$ cat src/rtl/ks_pkg.sv
package ks_pkg;

   typedef enum logic [1:0] {
      PH_IDLE = 2'd0,
      PH_WARM = 2'd1,
      PH_RUN  = 2'd2
   } ks_phase_e;

   function automatic logic vote3(input logic a, input logic b, input logic c);
      return (a & b) | (a & c) | (b & c);
   endfunction

endpackage

$ cat src/rtl/ks_lfsr_stage.sv
module ks_lfsr_stage #(
   parameter int          LEN        = 19,
   parameter logic [LEN-1:0] TAPS    = '1,
   parameter int          CLK_POS    = 8,
   parameter bit          ZERO_GUARD = 1'b1
) (
   input  logic           clk,
   input  logic           rst_n,
   input  logic           load_i,
   input  logic [LEN-1:0] seed_i,
   input  logic           step_i,
   output logic [LEN-1:0] state_o,
   output logic           clk_bit_o,
   output logic           last_bit_o
);

   localparam logic [LEN-1:0] ONE = LEN'(1);

   logic [LEN-1:0] q;
   logic [LEN-1:0] seed_fix;
   logic           fb;

   generate
      if (LEN < 2) begin : g_len_err
         $error("ks_lfsr_stage: LEN must be at least 2");
      end
      if (CLK_POS < 0 || CLK_POS >= LEN) begin : g_pos_err
         $error("ks_lfsr_stage: CLK_POS outside register");
      end
      if (TAPS[LEN-1] != 1'b1) begin : g_tap_err
         $error("ks_lfsr_stage: top tap must be set");
      end
      if (ZERO_GUARD) begin : g_guard
         assign seed_fix = (seed_i == '0) ? ONE : seed_i;
      end else begin : g_raw
         assign seed_fix = seed_i;
      end
   endgenerate

   assign fb = ^(q & TAPS);

   always_ff @(posedge clk or negedge rst_n) begin
      if (!rst_n) begin
         q <= ONE;
      end else if (load_i) begin
         q <= seed_fix;
      end else if (step_i) begin
         q <= {q[LEN-2:0], fb};
      end
   end

   assign state_o    = q;
   assign clk_bit_o  = q[CLK_POS];
   assign last_bit_o = q[LEN-1];

endmodule

$ cat src/rtl/ks_majority.sv
module ks_majority #(
   parameter int N = 3
) (
   input  logic [N-1:0] clk_bits_i,
   output logic [N-1:0] sel_o
);

   logic maj;

   generate
      if (N != 3) begin : g_n_err
         $error("ks_majority: exactly three voters supported");
      end
   endgenerate

   assign maj = ks_pkg::vote3(clk_bits_i[0], clk_bits_i[1], clk_bits_i[2]);

   for (genvar i = 0; i < N; i++) begin : g_sel
      assign sel_o[i] = ~(clk_bits_i[i] ^ maj);
   end

endmodule

$ cat src/rtl/ks_warmup_ctl.sv
module ks_warmup_ctl #(
   parameter int WARMUP = 100
) (
   input  logic clk,
   input  logic rst_n,
   input  logic load_i,
   input  logic en_i,
   output logic advance_o,
   output logic valid_o
);

   import ks_pkg::*;

   localparam int CW = (WARMUP < 2) ? 1 : $clog2(WARMUP);
   localparam logic [CW-1:0] LAST = CW'(WARMUP - 1);

   ks_phase_e      phase;
   logic [CW-1:0]  cnt;

   generate
      if (WARMUP < 1) begin : g_wu_err
         $error("ks_warmup_ctl: WARMUP must be at least 1");
      end
   endgenerate

   always_ff @(posedge clk or negedge rst_n) begin
      if (!rst_n) begin
         phase <= PH_IDLE;
         cnt   <= '0;
      end else if (load_i) begin
         phase <= PH_WARM;
         cnt   <= '0;
      end else if (en_i && phase == PH_WARM) begin
         if (cnt == LAST) begin
            phase <= PH_RUN;
            cnt   <= '0;
         end else begin
            cnt <= cnt + 1'b1;
         end
      end
   end

   assign advance_o = en_i & ~load_i & (phase != PH_IDLE);
   assign valid_o   = en_i & ~load_i & (phase == PH_RUN);

endmodule

$ cat src/rtl/tri_lfsr_keystream.sv
module tri_lfsr_keystream #(
   parameter int KEY_W  = 64,
   parameter int A_LEN  = 19,
   parameter int B_LEN  = 22,
   parameter int C_LEN  = 23,
   parameter logic [A_LEN-1:0] A_TAPS = 19'h40013,
   parameter logic [B_LEN-1:0] B_TAPS = 22'h200001,
   parameter logic [C_LEN-1:0] C_TAPS = 23'h404003,
   parameter int A_CLK  = 8,
   parameter int B_CLK  = 10,
   parameter int C_CLK  = 10,
   parameter int WARMUP = 100,
   parameter bit ZERO_GUARD = 1'b1
) (
   input  logic             clk,
   input  logic             rst_n,
   input  logic [KEY_W-1:0] key_i,
   input  logic             load_i,
   input  logic             en_i,
   output logic             ks_bit_o,
   output logic             ks_valid_o
);

   localparam int B_OFS = A_LEN;
   localparam int C_OFS = A_LEN + B_LEN;

   generate
      if (A_LEN + B_LEN + C_LEN != KEY_W) begin : g_key_err
         $error("tri_lfsr_keystream: register lengths must sum to KEY_W");
      end
   endgenerate

   logic [A_LEN-1:0] a_q;
   logic [B_LEN-1:0] b_q;
   logic [C_LEN-1:0] c_q;
   logic [2:0]       clk_bits;
   logic [2:0]       last_bits;
   logic [2:0]       sel;
   logic [2:0]       step;
   logic             advance;

   ks_warmup_ctl #(.WARMUP(WARMUP)) u_ctl (
      .clk      (clk),
      .rst_n    (rst_n),
      .load_i   (load_i),
      .en_i     (en_i),
      .advance_o(advance),
      .valid_o  (ks_valid_o)
   );

   ks_majority #(.N(3)) u_vote (
      .clk_bits_i(clk_bits),
      .sel_o     (sel)
   );

   assign step = {3{advance}} & sel;

   ks_lfsr_stage #(.LEN(A_LEN), .TAPS(A_TAPS), .CLK_POS(A_CLK), .ZERO_GUARD(ZERO_GUARD)) u_reg_a (
      .clk       (clk),
      .rst_n     (rst_n),
      .load_i    (load_i),
      .seed_i    (key_i[A_LEN-1:0]),
      .step_i    (step[0]),
      .state_o   (a_q),
      .clk_bit_o (clk_bits[0]),
      .last_bit_o(last_bits[0])
   );

   ks_lfsr_stage #(.LEN(B_LEN), .TAPS(B_TAPS), .CLK_POS(B_CLK), .ZERO_GUARD(ZERO_GUARD)) u_reg_b (
      .clk       (clk),
      .rst_n     (rst_n),
      .load_i    (load_i),
      .seed_i    (key_i[B_OFS +: B_LEN]),
      .step_i    (step[1]),
      .state_o   (b_q),
      .clk_bit_o (clk_bits[1]),
      .last_bit_o(last_bits[1])
   );

   ks_lfsr_stage #(.LEN(C_LEN), .TAPS(C_TAPS), .CLK_POS(C_CLK), .ZERO_GUARD(ZERO_GUARD)) u_reg_c (
      .clk       (clk),
      .rst_n     (rst_n),
      .load_i    (load_i),
      .seed_i    (key_i[C_OFS +: C_LEN]),
      .step_i    (step[2]),
      .state_o   (c_q),
      .clk_bit_o (clk_bits[2]),
      .last_bit_o(last_bits[2])
   );

   assign ks_bit_o = ^last_bits;

endmodule

$ cat config.mk
export PLATFORM = sky130hd
export DESIGN_NAME = tri_lfsr_keystream
export DESIGN_NICKNAME = d
export VERILOG_FILES = /design/src/rtl/ks_pkg.sv /design/src/rtl/ks_lfsr_stage.sv /design/src/rtl/ks_majority.sv /design/src/rtl/ks_warmup_ctl.sv /design/src/rtl/tri_lfsr_keystream.sv
export SDC_FILE = /design/constraint.sdc
export NUM_CORES = 1
export LEC_CHECK = 0
export ABC_CLOCK_PERIOD_IN_PS = 3100
export BUFFER_PORTS_ARGS = -buffer_cell sky130_fd_sc_hd__buf_2
export CAP_MARGIN = 0
export CORE_ASPECT_RATIO = 0.9
export CORE_MARGIN = 2
export CORE_UTILIZATION = 60
export CTS_CLUSTER_DIAMETER = 100
export DETAILED_ROUTE_END_ITERATION = 10
export HOLD_SLACK_MARGIN = 0.02
export PLACE_DENSITY = 0.85
export SLEW_MARGIN = 20
export SYNTH_ARGS = -nofsm -noshare
export SYNTH_HDL_FRONTEND = slang
export SYNTH_SLANG_ARGS = --single-unit
$ cat constraint.sdc
create_clock -name clk -period 3.1 [get_ports clk]
set_input_delay 0.62 -clock clk [delete_from_list [all_inputs] [get_ports clk]]
set_output_delay 0.62 -clock clk [all_outputs]
set_load 0.05 [all_outputs]
-- Word level (Yosys, flattened, before mapping)
Index checks and enable logic that the tools add are counted.
- bits in registers: 73
- input bits: 68
- output and inout bits: 2
- word-level logic and storage cells: 55
- add/sub/neg operators: 1
- equal/unequal tests: 3
- multiplexer cells: 15
- bitwise gates (word level): 16
- reduce and logical (&&, ||, !) cells: 15
- operators by type and width (cell ; number):
    2-to-1 mux 23 bit ; 3
    2-to-1 mux 22 bit ; 3
    2-to-1 mux 19 bit ; 3
    zero test 23 bit ; 1
    parity 23 bit ; 1
    zero test 22 bit ; 1
    parity 22 bit ; 1
    2-to-1 mux 7 bit ; 3
    zero test 19 bit ; 1
    parity 19 bit ; 1
    nonzero test 2 bit ; 6
    adder 7 x 1 -> 7 bit (second input constant) ; 1
    equality test 7 bit (second input constant) ; 1
    bitwise AND 1 bit ; 6
    2-to-1 mux 2 bit ; 3
    inverter 1 bit ; 4
    bitwise AND 3 bit ; 1
    parity 3 bit ; 1
    bitwise XOR 1 bit ; 3
    equality test 2 x 1 -> 1 bit (second input constant) ; 1
    equality test 2 bit (second input constant) ; 1
    OR 1 bit ; 2
    AND reduction 2 bit ; 1
    logical AND 1 bit ; 1

-- Logic depth before layout (Yosys ltp)
Gate-level depths: netlist (run 1).
- word-level depth: 8
- mapped depth: 7
- depth with buffers taken out: 5

-- By module
Synthesis (run 1) repeated with hierarchy kept, for this count alone.
- cell total of the unflattened synthesis: 370
- area, all modules: 3837.4 um^2
- by module, submodules not included (module ; instances ; cells an instance ; area each (um^2) ; seq. area each (um^2)):
    ks_lfsr_stage (u_reg_c) ; 1 ; 111 ; 1148.6 ; 576.8
    ks_lfsr_stage (u_reg_b) ; 1 ; 108 ; 1128.6 ; 551.8
    ks_lfsr_stage (u_reg_a) ; 1 ; 92 ; 949.7 ; 476.7
    ks_warmup_ctl ; 1 ; 48 ; 518.0 ; 225.2
    ks_majority ; 1 ; 7 ; 50.0 ; 0.0
    tri_lfsr_keystream ; 1 ; 4 ; 42.5 ; 0.0

-- Worst setup path after synthesis (run 1)
Ideal clock, no wire load.
- kind: input -> output
- start point: in load_i
- end point: out ks_valid_o
- arrival: 1.959 ns
- required time: 2.480 ns
- path slack: 0.521 ns
- stages: 3
- path buffers: 1
- cell sequence: nand2b_1 -> clkbuf_1 -> nor3_1
- longest elaborated chain between the ends: 3
- RTL lines (what ; RTL line ; RTL):
    start, declared ; tri_lfsr_keystream.sv:18 ; input logic load_i,
    inverter 1 bit ; ks_warmup_ctl.sv:44 ; assign valid_o = en_i & ~load_i & (phase == PH_RUN);
    bitwise AND 1 bit (2 in series) ; ks_warmup_ctl.sv:44 ;
    end, declared ; tri_lfsr_keystream.sv:21 ; output logic ks_valid_o
Every way passes these cells.

-- Worst setup path after layout (run 1)
- start point: reg u_reg_b.q[10] (netlist: u_reg_b.state_o[10])
- end point: reg u_reg_c.q[22] (netlist: u_reg_c.state_o[22])
- longest elaborated chain between the ends: 7
- elaborated cells between the ends (all ways): 8
- those cells by class: bitwise: 7; reduce/logical: 1
- RTL lines (what ; RTL line ; RTL):
    start, declared ; ks_lfsr_stage.sv:19 ; logic [LEN-1:0] q;
    start signal, assigned ; ks_lfsr_stage.sv:46 ; q <= seed_fix;
    start signal, assigned ; ks_lfsr_stage.sv:48 ; q <= {q[LEN-2:0], fb};
    bitwise AND 1 bit ; ks_pkg.sv:10 ; return (a & b) | (a & c) | (b & c);
    OR 1 bit ; ks_pkg.sv:10 ;
    OR 1 bit * ; ks_pkg.sv:10 ;
    bitwise XOR 1 bit * ; ks_majority.sv:19 ; assign sel_o[i] = ~(clk_bits_i[i] ^ maj);
    inverter 1 bit * ; ks_majority.sv:19 ;
    bitwise AND 3 bit * ; tri_lfsr_keystream.sv:56 ; assign step = {3{advance}} & sel;
    nonzero test 2 bit (no line) * ; -- ;
    end signal, assigned ; ks_lfsr_stage.sv:46 ;
    end signal, assigned ; ks_lfsr_stage.sv:48 ;
    end, declared ; ks_lfsr_stage.sv:19 ;
Mark *: on every way between the ends. The rest lies on a longest branch, timed or not.
A chain may end at the register's enable or synchronous reset.

==> flow_metrics.env, run 1 <==
export IMPL_status="completed"
export IMPL_wl_per_cell_um=15.1
export IMPL_reg2reg_depth=5
export IMPL_post_drt_via_cell_ratio=5.98
export IMPL_ys_ff_latch=73
export IMPL_cp_required_ps=3360
export IMPL_syn_avg_cell_area_um2=8.65
export IMPL_cts_buffers_inserted=9
export IMPL_grtUsageTotal_pct=25.8
export IMPL_cp_depth=5
export IMPL_cp_top_family="compound AO/OA/AOI/OAI gates"
export IMPL_areaGrowthSynthToFinish_pct=15.4
export IMPL_setup_violations=0
export IMPL_syn_nets=532
export IMPL_drtIter0Drc=385
export IMPL_crit_start="u_reg_b.state_o[10]"
export IMPL_clockRootBuffer="clkbuf_8"
export IMPL_holdBufCountCts=0
export IMPL_grtUsageMet1_pct=36.5
export IMPL_drcViolationCount=0
export IMPL_synth_common_cells="a21oi_1, dfrtp_1, nor2b_1, nand2_1, a31oi_1"
export IMPL_num_rows=28
export IMPL_synth_ff_type="dfrtp_1"
export IMPL_synth_area_leaders="dfrtp_1, a21oi_1, nor2b_1, nand2_1, a31oi_1"
export IMPL_maxCapViolations=0
export IMPL_synthArstFlopShare_pct=100
export IMPL_yosysSeqAreaShare_pct=45.7
export IMPL_fmax_mhz=469
export IMPL_cts_resized=0
export IMPL_worst_slack_ps=966
export IMPL_place_hpwl_mm=6.23
export IMPL_ys_warn_count=0
export IMPL_slew_headroom_pct=45.5
export IMPL_netlist_area_leader_share_pct=43.8
export IMPL_post_cts_buffers=0
export IMPL_critical_path_class="register to register"
export IMPL_timing_final_crit_share_pct=68.8
export IMPL_grt_max_degree=135
export IMPL_synth_edf_count=0
export IMPL_cts_tree="done"
export IMPL_routed_wl_mm=9.19
export IMPL_synth_cell_types=49
export IMPL_cts_sinks=73
export IMPL_clkLatencyLatePin_ps=350
export IMPL_grt_busiest_layer="met2"
export IMPL_rsz0062_at_grt="no"
export IMPL_hold_path_class="input port to async pin"
export IMPL_clk_pin_slew_ps=80
export IMPL_place_congestion=0.828
export IMPL_period_needed_ps=2130
export IMPL_die_h_um=81.5
export IMPL_io_pins=70
export IMPL_post_place_ws_ps=773
export IMPL_fin_tns_setup_ps=0
export IMPL_grt_ovfl_total=0
export IMPL_worst_slew_pin_slew_ps=817
export IMPL_slew_violations=0
export IMPL_final_design_area_no_fill_mm2=0.00462
export IMPL_cp_slowest_cell="a22oi_1"
export IMPL_timing_rr_start="u_reg_b.state_o[10]"
export IMPL_antenna_found_initial=0
export IMPL_clk_path_buf_depth=2
export IMPL_start_kind="register"
export IMPL_utilization_pct=70.9
export IMPL_vdd_drop_max_mv=0.276
export IMPL_dpl_instance_area_mm2=0.00435
export IMPL_fin_nets=582
export IMPL_p_leak_nw=1.99
export IMPL_timing_critical_path_buf_inv=1
export IMPL_path_cells="nor2_1 > a22oi_1 > buf_4 > a31oi_1 > a21oi_1"
export IMPL_power_density_mw_per_mm2=557
export IMPL_critPathCapture="u_reg_c.state_o[22]"
export IMPL_start_util_pct=61.4
export IMPL_cts_max_level=3
export IMPL_cpPeakStageDelay_ps=670
export IMPL_met2_usage_pct=41.1
export IMPL_met3_usage_pct=5.23
export IMPL_crit_path_end_kind="register"
export IMPL_core_area_mm2=0.00652
export IMPL_r2r_slack_ps=970
export IMPL_port_buffers=69
export IMPL_syn_inst=463
export IMPL_grt_pass1_vias=3211
export IMPL_synth_most_common_cell="a21oi_1"
export IMPL_crit_fanout=15
export IMPL_drive_above_1_share_pct=19.1
export IMPL_via_count=3638
export IMPL_synth_top_area_cell="dfrtp_1"
export IMPL_grt_pass1_wl_mm=15.2
export IMPL_reg2reg_to="u_reg_c.state_o[22]"
export IMPL_die_x_um=90.1
export IMPL_final_hold_violation_count=0
export IMPL_postRouteAntennaNets=0
export IMPL_synth_area_mm2=0.00400
export IMPL_first_pass_iters=5
export IMPL_cp_arrival_ps=2400
export IMPL_n_antenna_cell=0
export IMPL_fin_skew_ps=9.52
export IMPL_dieArea_mm2=0.00734
## through the flow
step | power [mW] | hold WS (ps) | cells
after global routing | 2.70 | 414 | 608
after global placement | 1.58 | 506 | 592
after floorplan | 1.45 | 324 | 463
after detailed placement | 1.60 | 512 | 592
after CTS | 2.58 | 380 | 608
final | 2.57 | 352 | 608
## kinds of logic (layout without fill, tap and decap cells)
family | Yosys count | count (layout) | synth area share [%]
adder cells (fa/ha/maj) | 1 | 1 | 0.312
AO/OA/AOI/OAI | 170 | 170 | 24.1
XOR/XNOR | 9 | 9 | 1.97
AND/OR/NAND/NOR | 168 | 168 | 23.0
flip-flops | 73 | 73 | 45.7
buffers and inverters | 42 | 97 | 4.94
## cells in the final DEF, fill, tap and decap left out, types with 3 or more instances in the layout
| cell type | n |
|---|---|
| a21oi_1 | 101 |
| a31oi_1 | 25 |
| and2_1 | 4 |
| and3_1 | 4 |
| buf_2 | 68 |
| buf_4 | 6 |
| bufinv_16 | 4 |
| clkbuf_8 | 9 |
| dfrtp_1 | 70 |
| dfstp_2 | 3 |
| inv_1 | 5 |
| nand2_1 | 46 |
| nand2b_1 | 3 |
| nand3_1 | 4 |
| nand3b_1 | 3 |
| nand4_1 | 4 |
| nor2_1 | 12 |
| nor2b_1 | 57 |
| nor3_1 | 5 |
| nor4_1 | 14 |
| o21ai_0 | 24 |
| o41ai_1 | 4 |
| xnor2_1 | 7 |
## per-layer routing
layer  wire length [µm]  vias to the layer above  share of wire (%)
met3                569                       11                6.2
met1               4160                     1739                 45
met5                  0                        -                  0
met2               4360                      133                 47
met4                104                        0                1.1
li1                   -                     1755                  -
## layout make-up
class                   count  area, µm²
fillers                   525       1900
well taps                  90        113
clock inverters             7        141
repair buffers             76        417
clock buffers               9        124
inverters                   5       18.8
flip-flops and latches     73       1830
multi-input cells         348       1980
## sequential cells by signal, indices dropped and copies added (netlist names)
| name | count |
|---|---|
| u_ctl.cnt | 7 |
| u_ctl.phase | 2 |
| u_reg_a.state_o | 19 |
| u_reg_b.state_o | 22 |
| u_reg_c.state_o | 23 |
## worst reg2reg max path, cell delays in order, from the launching register on
cell and delay, ps:
dfrtp_1 590, nor2_1 150, a22oi_1 670, buf_4 320, a31oi_1 110, a21oi_1 210
## how the worst min path moves through the flow
stage | cells after the start | slack (ps) | start | end
2_1_floorplan | 0 | 320 | rst_n | u_ctl.cnt[0]
3_3_place_gp | 2 | 510 | u_reg_a.state_o[3] | u_reg_a.state_o[3]
3_5_place_dp | 2 | 510 | u_reg_a.state_o[15] | u_reg_a.state_o[15]
4_1_cts | 1 | 380 | rst_n | u_ctl.cnt[6]
5_1_grt | 1 | 410 | rst_n | u_ctl.cnt[0]
6_report | 1 | 350 | rst_n | u_ctl.cnt[0]
## where the power goes
group / internal (mW) / switching [mW] / total [mW]
combinational: 0.185 / 0.260 / 0.445
sequential: 1.06 / 0.0839 / 1.14
clock: 0.617 / 0.368 / 0.985
total: 1.86 / 0.712 / 2.57
Note: power is estimated with default switching activity, not from simulation.
==> run 2: changes to the inputs <==
Settings changed: ABC_CLOCK_PERIOD_IN_PS 3100 to 1900, CORE_UTILIZATION 60 to 51, PLACE_DENSITY 0.85 to 0.77.
Clock period 3.1 ns to 1.9 ns, I/O delays scaled along.
==> run 2 against run 1 <==
Compared with the run above: clock-buffer cell count rose by 2; clock power rose by 9.6%; sequential power up 63%; sequential cell count is the same; register-to-register slack got worse by 800 ps; via count decreased by 0.71%; setup slack worse by 820 ps.
==> flow_metrics.env, run 2 (synthesis gave the netlist of run 1 again) <==
export IMPL_cp_arrival_ps=1380
export IMPL_cts_sinks=73
export IMPL_postRouteAntennaNets=0
export IMPL_hold_path_class="input port to async pin"
export IMPL_n_fill_cell=661
export IMPL_seq_power_share_pct=50.1
export IMPL_drtIter0Drc=323
export IMPL_cts_tree="done"
export IMPL_fin_nets=590
export IMPL_drive_above_1_share_pct=20.7
export IMPL_p_switching_mw=1.14
export IMPL_dpl_instance_area_mm2=0.00445
export IMPL_switching_share_pct=30.8
export IMPL_wl_per_cell_um=15.0
export IMPL_first_pass_iters=5
export IMPL_worst_slew_pin_slew_ps=493
export IMPL_reg2reg_depth=6
export IMPL_reg2reg_to="u_reg_c.state_o[0]"
export IMPL_setup_violations=0
export IMPL_port_buffers=69
export IMPL_largest_reg_flops=23
export IMPL_grt_max_degree=136
export IMPL_final_hold_violation_count=0
export IMPL_maxCapViolations=0
export IMPL_cp_slowest_cell="dfrtp_1"
export IMPL_timing_critical_path_buf_inv=1
export IMPL_r2r_slack_ps=170
export IMPL_slew_headroom_pct=67.1
export IMPL_antenna_found_initial=0
export IMPL_clkLatencyLatePin_ps=340
export IMPL_drcViolationCount=0
export IMPL_cts_buffers_inserted=9
export IMPL_critical_path_class="register to primary output"
export IMPL_timing_final_crit_share_pct=92.5
export IMPL_p_int_mw=2.57
export IMPL_period_needed_ps=1760
export IMPL_start_util_pct=52.8
export IMPL_n_antenna_cell=0
export IMPL_clkPwrFrac_pct=29.2
export IMPL_grt_pass1_vias=3387
export IMPL_post_drt_via_cell_ratio=5.81
export IMPL_place_hpwl_mm=6.28
export IMPL_crit_path_end_kind="primary output"
export IMPL_cp_required_ps=1520
export IMPL_io_pins=70
export IMPL_cts_max_level=3
export IMPL_layout_commonest_cell="a21oi_1"
export IMPL_clockRootBuffer="clkbuf_8"
export IMPL_place_congestion=0.851
export IMPL_grt_ovfl_total=0
export IMPL_power_frac_comb_pct=20.7
export IMPL_grt_pass1_wl_mm=15.8
export IMPL_cp_top_family="flip-flops"
export IMPL_clk_path_buf_depth=2
export IMPL_fmax_mhz=569
export IMPL_cpPeakStageDelay_ps=440
export IMPL_via_count=3612
export IMPL_areaGrowthSynthToFinish_pct=15.5
export IMPL_start_kind="register"
export IMPL_die_h_um=88.1
export IMPL_layout_common_cells="a21oi_1, dfrtp_1, buf_2, nor2b_1, nand2_1"
export IMPL_core_area_mm2=0.00758
export IMPL_slew_violations=0
export IMPL_power_density_mw_per_mm2=802
export IMPL_crit_fanout=4
export IMPL_grtUsageTotal_pct=22.7
export IMPL_num_rows=30
export IMPL_clk_pin_slew_ps=80
export IMPL_p_leak_nw=1.99
export IMPL_path_cells="xnor2_1 > xnor2_1 > buf_4"
export IMPL_routed_wl_mm=9.32
export IMPL_cp_common_cell="xnor2_1"
export IMPL_die_x_um=97.4
export IMPL_fin_skew_ps=7.61
export IMPL_status="completed"
export IMPL_dieArea_mm2=0.00858
export IMPL_fin_tns_setup_ps=0
export IMPL_vdd_drop_max_mv=0.500
export IMPL_timing_rr_start="u_reg_b.state_o[10]"
export IMPL_post_cts_buffers=0
export IMPL_whs_ps=11.8
export IMPL_rsz0062_at_grt="no"
export IMPL_final_design_area_no_fill_mm2=0.00463
[run 2: cell count changes in the layout (fill, tap and decap cells not counted), moves of 2 or more]
| cell | before | now |
|---|---|---|
| bufinv_16 | 4 | 0 |
| buf_4 | 6 | 14 |
| clkinv_2 | 1 | 3 |
| buf_12 | 1 | 3 |
[run 2: layer usage]
metal  track usage, %  share of wire (%)
met1             31.3                 47
met2             35.7                 46
met3             5.99                5.1
met4             6.94                1.4
met5                0                  0
[run 2: cell type report]
type                            instances  area, µm²  share of cell area (%)
Clock inverter                          5       31.3                   0.676
Sequential cell                        73       1830                    39.6
Multi-Input combinational cell        348       1980                    42.8
Tap cell                               96        120                    2.60
Inverter                                5       18.8                   0.406
Timing Repair Buffer                   84        500                    10.8
Clock buffer                           11        141                    3.06
[run 2: what timing repair did]
action,4_1_cts,5_1_grt
hold endpoints to repair,0,0
gates resized for setup,0,4
hold buffers,0,0
setup endpoints to repair,0,21
[run 2: how the worst max path moves through the flow]
stage | depth (start not counted) | slack, ps | endpoint | from
finish | 3 | 140 | ks_bit_o | u_reg_b.state_o[21]
global route | 3 | 6 | ks_bit_o | u_reg_b.state_o[21]
CTS | 4 | 60 | u_reg_b.state_o[0] | u_reg_a.state_o[8]
detailed placement | 4 | 60 | u_reg_b.state_o[0] | u_reg_a.state_o[8]
global placement | 4 | 110 | u_reg_b.state_o[0] | u_reg_a.state_o[8]
floorplan | 2 | 160 | ks_bit_o | u_reg_a.state_o[18]
[run 2: worst register-to-register path: stages, from the launching register on]
cell	delay, ps
dfrtp_1	460
buf_4	200
nor2_1	180
a22oi_1	150
buf_12	190
and3_1	160
a221oi_1	290
[run 2: per-stage QoR]
stage                     worst slack (ps)  utilization [%]  total power, mW  instances
after floorplan                        164                -             2.37        463
after global placement                 108             58.7             2.62        606
after detailed placement              56.6             58.7             2.65        606
after CTS                             56.8             60.9             3.73        622
after global routing                  6.38             61.0             3.94        622
final                                  142             61.0             3.71        622
[run 2: power groups by stage]
stage / sequential (mW) / combinational [mW] / clock (mW)
after detailed placement: 1.89 / 0.761 / 0
after global routing: 1.88 / 0.864 / 1.19
after floorplan: 1.84 / 0.534 / 0
after global placement: 1.88 / 0.740 / 0
final: 1.86 / 0.766 / 1.08
after CTS: 1.86 / 0.763 / 1.11
==> run 3: changes to the inputs <==
Settings changed: CELL_PAD_IN_SITES_DETAIL_PLACEMENT from default to 2, CELL_PAD_IN_SITES_GLOBAL_PLACEMENT from default to 2, CORE_UTILIZATION 51 to 30, PLACE_DENSITY 0.77 to default, PLACE_DENSITY_LB_ADDON from default to 0.1.
==> run 3 against run 2 <==
Compared with the run above: total power is 17% higher; final cell count is 12% higher; sequential power hardly changed; fmax is 2.2% lower; hold slack better by 51 ps; via count is 2.7% higher; wire length is 34% higher; setup slack worse by 39 ps; clock-buffer cell count is 3 higher; combinational power is 7.3% higher; sequential cell count stayed put; clock skew is 2.1 ps lower; critical endpoint unchanged; largest cell class unchanged; largest power group unchanged.
==> flow_metrics.env, run 3 (synthesis gave the netlist of run 1 again) <==
export IMPL_status="completed"
export IMPL_vdd_drop_max_mv=0.535
export IMPL_slew_violations=0
export IMPL_rsz0062_at_grt="no"
export IMPL_grtUsageMet1_pct=23.9
export IMPL_final_hold_violation_count=0
export IMPL_timing_rr_start="u_reg_b.state_o[10]"
export IMPL_grtUsageTotal_pct=18.4
export IMPL_cpPeakStageDelay_ps=460
export IMPL_core_area_mm2=0.0132
export IMPL_ff_latch_area_mm2=0.00183
export IMPL_fmax_mhz=557
export IMPL_areaGrowthSynthToFinish_pct=21.4
export IMPL_n_fill_cell=1530
export IMPL_crit_fanout=4
export IMPL_cts_tree="done"
export IMPL_critPathCapture="ks_bit_o"
export IMPL_seq_power_share_pct=42.8
export IMPL_die_h_um=114
export IMPL_cts_buffers_inserted=9
export IMPL_worst_slew_pin_slew_ps=661
export IMPL_clk_path_buf_depth=2
export IMPL_num_rows=40
export IMPL_place_congestion=0.730
export IMPL_reg2reg_depth=5
export IMPL_p_switching_mw=1.25
export IMPL_layout_common_cells="a21oi_1, dfrtp_1, buf_2, nor2b_1, nand2_1"
export IMPL_power_density_mw_per_mm2=894
export IMPL_path_cells="xnor2_1 > xnor2_1 > buf_4"
export IMPL_start_util_pct=30.3
export IMPL_power_frac_comb_pct=18.9
export IMPL_cp_slowest_cell="dfrtp_1"
export IMPL_cp_depth=3
export IMPL_r2r_slack_ps=180
export IMPL_cp_required_ps=1520
export IMPL_fin_nets=595
export IMPL_place_hpwl_mm=8.40
export IMPL_via_count=3710
export IMPL_postRouteAntennaNets=0
export IMPL_timing_critical_path_buf_inv=1
export IMPL_grt_pass1_wl_mm=21.1
export IMPL_setup_violations=0
export IMPL_drtIter0Drc=135
export IMPL_routed_wl_mm=12.5
export IMPL_cp_common_cell="xnor2_1"
export IMPL_fin_skew_ps=5.49
export IMPL_dp_cells=683
export IMPL_clkLatencyLatePin_ps=340
export IMPL_cts_max_level=3
export IMPL_drive_above_1_share_pct=21.1
export IMPL_final_cells=699
export IMPL_critical_path_class="register to primary output"
export IMPL_hold_path_class="input port to async pin"
export IMPL_timing_final_crit_share_pct=94.6
export IMPL_multi_input_area_mm2=0.00198
export IMPL_maxCapViolations=0
export IMPL_drcViolationCount=0
export IMPL_fin_tns_setup_ps=0
export IMPL_final_design_area_no_fill_mm2=0.00486
export IMPL_crit_path_end_kind="primary output"
export IMPL_die_x_um=126
export IMPL_dieArea_mm2=0.0143
export IMPL_n_antenna_cell=0
export IMPL_clk_pin_slew_ps=60
export IMPL_reg2reg_to="u_reg_b.state_o[1]"
export IMPL_period_needed_ps=1800
export IMPL_switching_share_pct=28.8
export IMPL_grt_busiest_layer="met2"
export IMPL_power_mw=4.35
export IMPL_slew_headroom_pct=56.0
export IMPL_wl_per_cell_um=17.9
export IMPL_grt_ovfl_total=0
export IMPL_start_kind="register"
export IMPL_met3_usage_pct=4.69
export IMPL_met2_usage_pct=31.0
export IMPL_holdBufCountCts=0
export IMPL_port_buffers=69
export IMPL_grt_max_degree=74
export IMPL_cp_arrival_ps=1420
export IMPL_first_pass_iters=4
export IMPL_clockRootBuffer="clkbuf_16"
export IMPL_antenna_found_initial=0
export IMPL_p_leak_nw=2.07
export IMPL_p_int_mw=3.09
export IMPL_post_drt_via_cell_ratio=5.31
export IMPL_grt_pass1_vias=4033
export IMPL_crit_start="u_reg_b.state_o[21]"
export IMPL_cts_sinks=73
export IMPL_clkPwrFrac_pct=38.3
export IMPL_largest_reg_flops=23
export IMPL_cp_top_family="flip-flops"
export IMPL_dpl_instance_area_mm2=0.00456
export IMPL_layout_commonest_cell="a21oi_1"
export IMPL_io_pins=70
-- run 3: cell types whose count changed in the layout (fill, tap and decap cells not counted) --
cell,before,now
clkbuf_16,0,9
clkinv_4,1,0
clkbuf_8,10,4
and4_2,1,0
clkinv_2,3,2
dfrtp_1,69,70
clkinvlp_4,1,0
buf_12,3,2
and4_1,1,2
dfrtp_2,1,0
buf_4,14,20
-- run 3: worst reg2reg max path: stages (launching register included) --
cell,delay (ps)
dfrtp_1,510
or3b_1,410
nand4_1,280
buf_4,240
nand2_1,70
a21oi_1,140
-- run 3: what timing repair did --
action	CTS	global route
setup buffers	0	0
endpoints found under the setup margin	0	1
gates resized for setup	0	2
endpoints found under the hold margin	0	0
-- run 3: through the flow --
| step | util [%] | setup WS, ps | hold WS, ps |
|---|---|---|---|
| after floorplan | - | 164 | 84.4 |
| final | 36.8 | 103 | 62.4 |
| after global placement | 34.5 | 175 | 462 |
| after detailed placement | 34.5 | 98.3 | 452 |
| after CTS | 36.8 | 4.36 | 92.6 |
| after global routing | 36.8 | 16.7 | 100 |
-- run 3: worst min-delay path by stage --
| stage | endpoint | slack (ps) | start |
|---|---|---|---|
| after floorplan | u_ctl.cnt[0] | 80 | rst_n |
| after global placement | u_ctl.cnt[6] | 460 | rst_n |
| after detailed placement | u_reg_b.state_o[15] | 450 | rst_n |
| after CTS | u_ctl.cnt[1] | 90 | rst_n |
| after global routing | u_reg_b.state_o[15] | 100 | rst_n |
| final | u_reg_b.state_o[15] | 60 | rst_n |
-- run 3: cell type report --
class	instances	share of cell area (%)
Inverter	5	0.386
Timing Repair Buffer	89	10.8
Tap cell	168	4.33
Sequential cell	73	37.7
Clock inverter	2	0.206
Clock buffer	14	5.84
Multi-Input combinational cell	348	40.8
-- run 3: power by group through the flow --
| stage | Sequential [mW] | Clock (mW) | Combinational [mW] |
|---|---|---|---|
| after CTS | 1.86 | 1.73 | 0.837 |
| after detailed placement | 1.88 | 0 | 0.825 |
| final | 1.86 | 1.66 | 0.822 |
| after global placement | 1.88 | 0 | 0.797 |
| after floorplan | 1.84 | 0 | 0.534 |
| after global routing | 1.89 | 1.80 | 0.933 |
-- run 3: metal layers --
metal	share of wire, %	routed length (µm)
met3	3.4	423
met5	0	0
met1	48	5940
met2	48	6010
met4	1.0	126
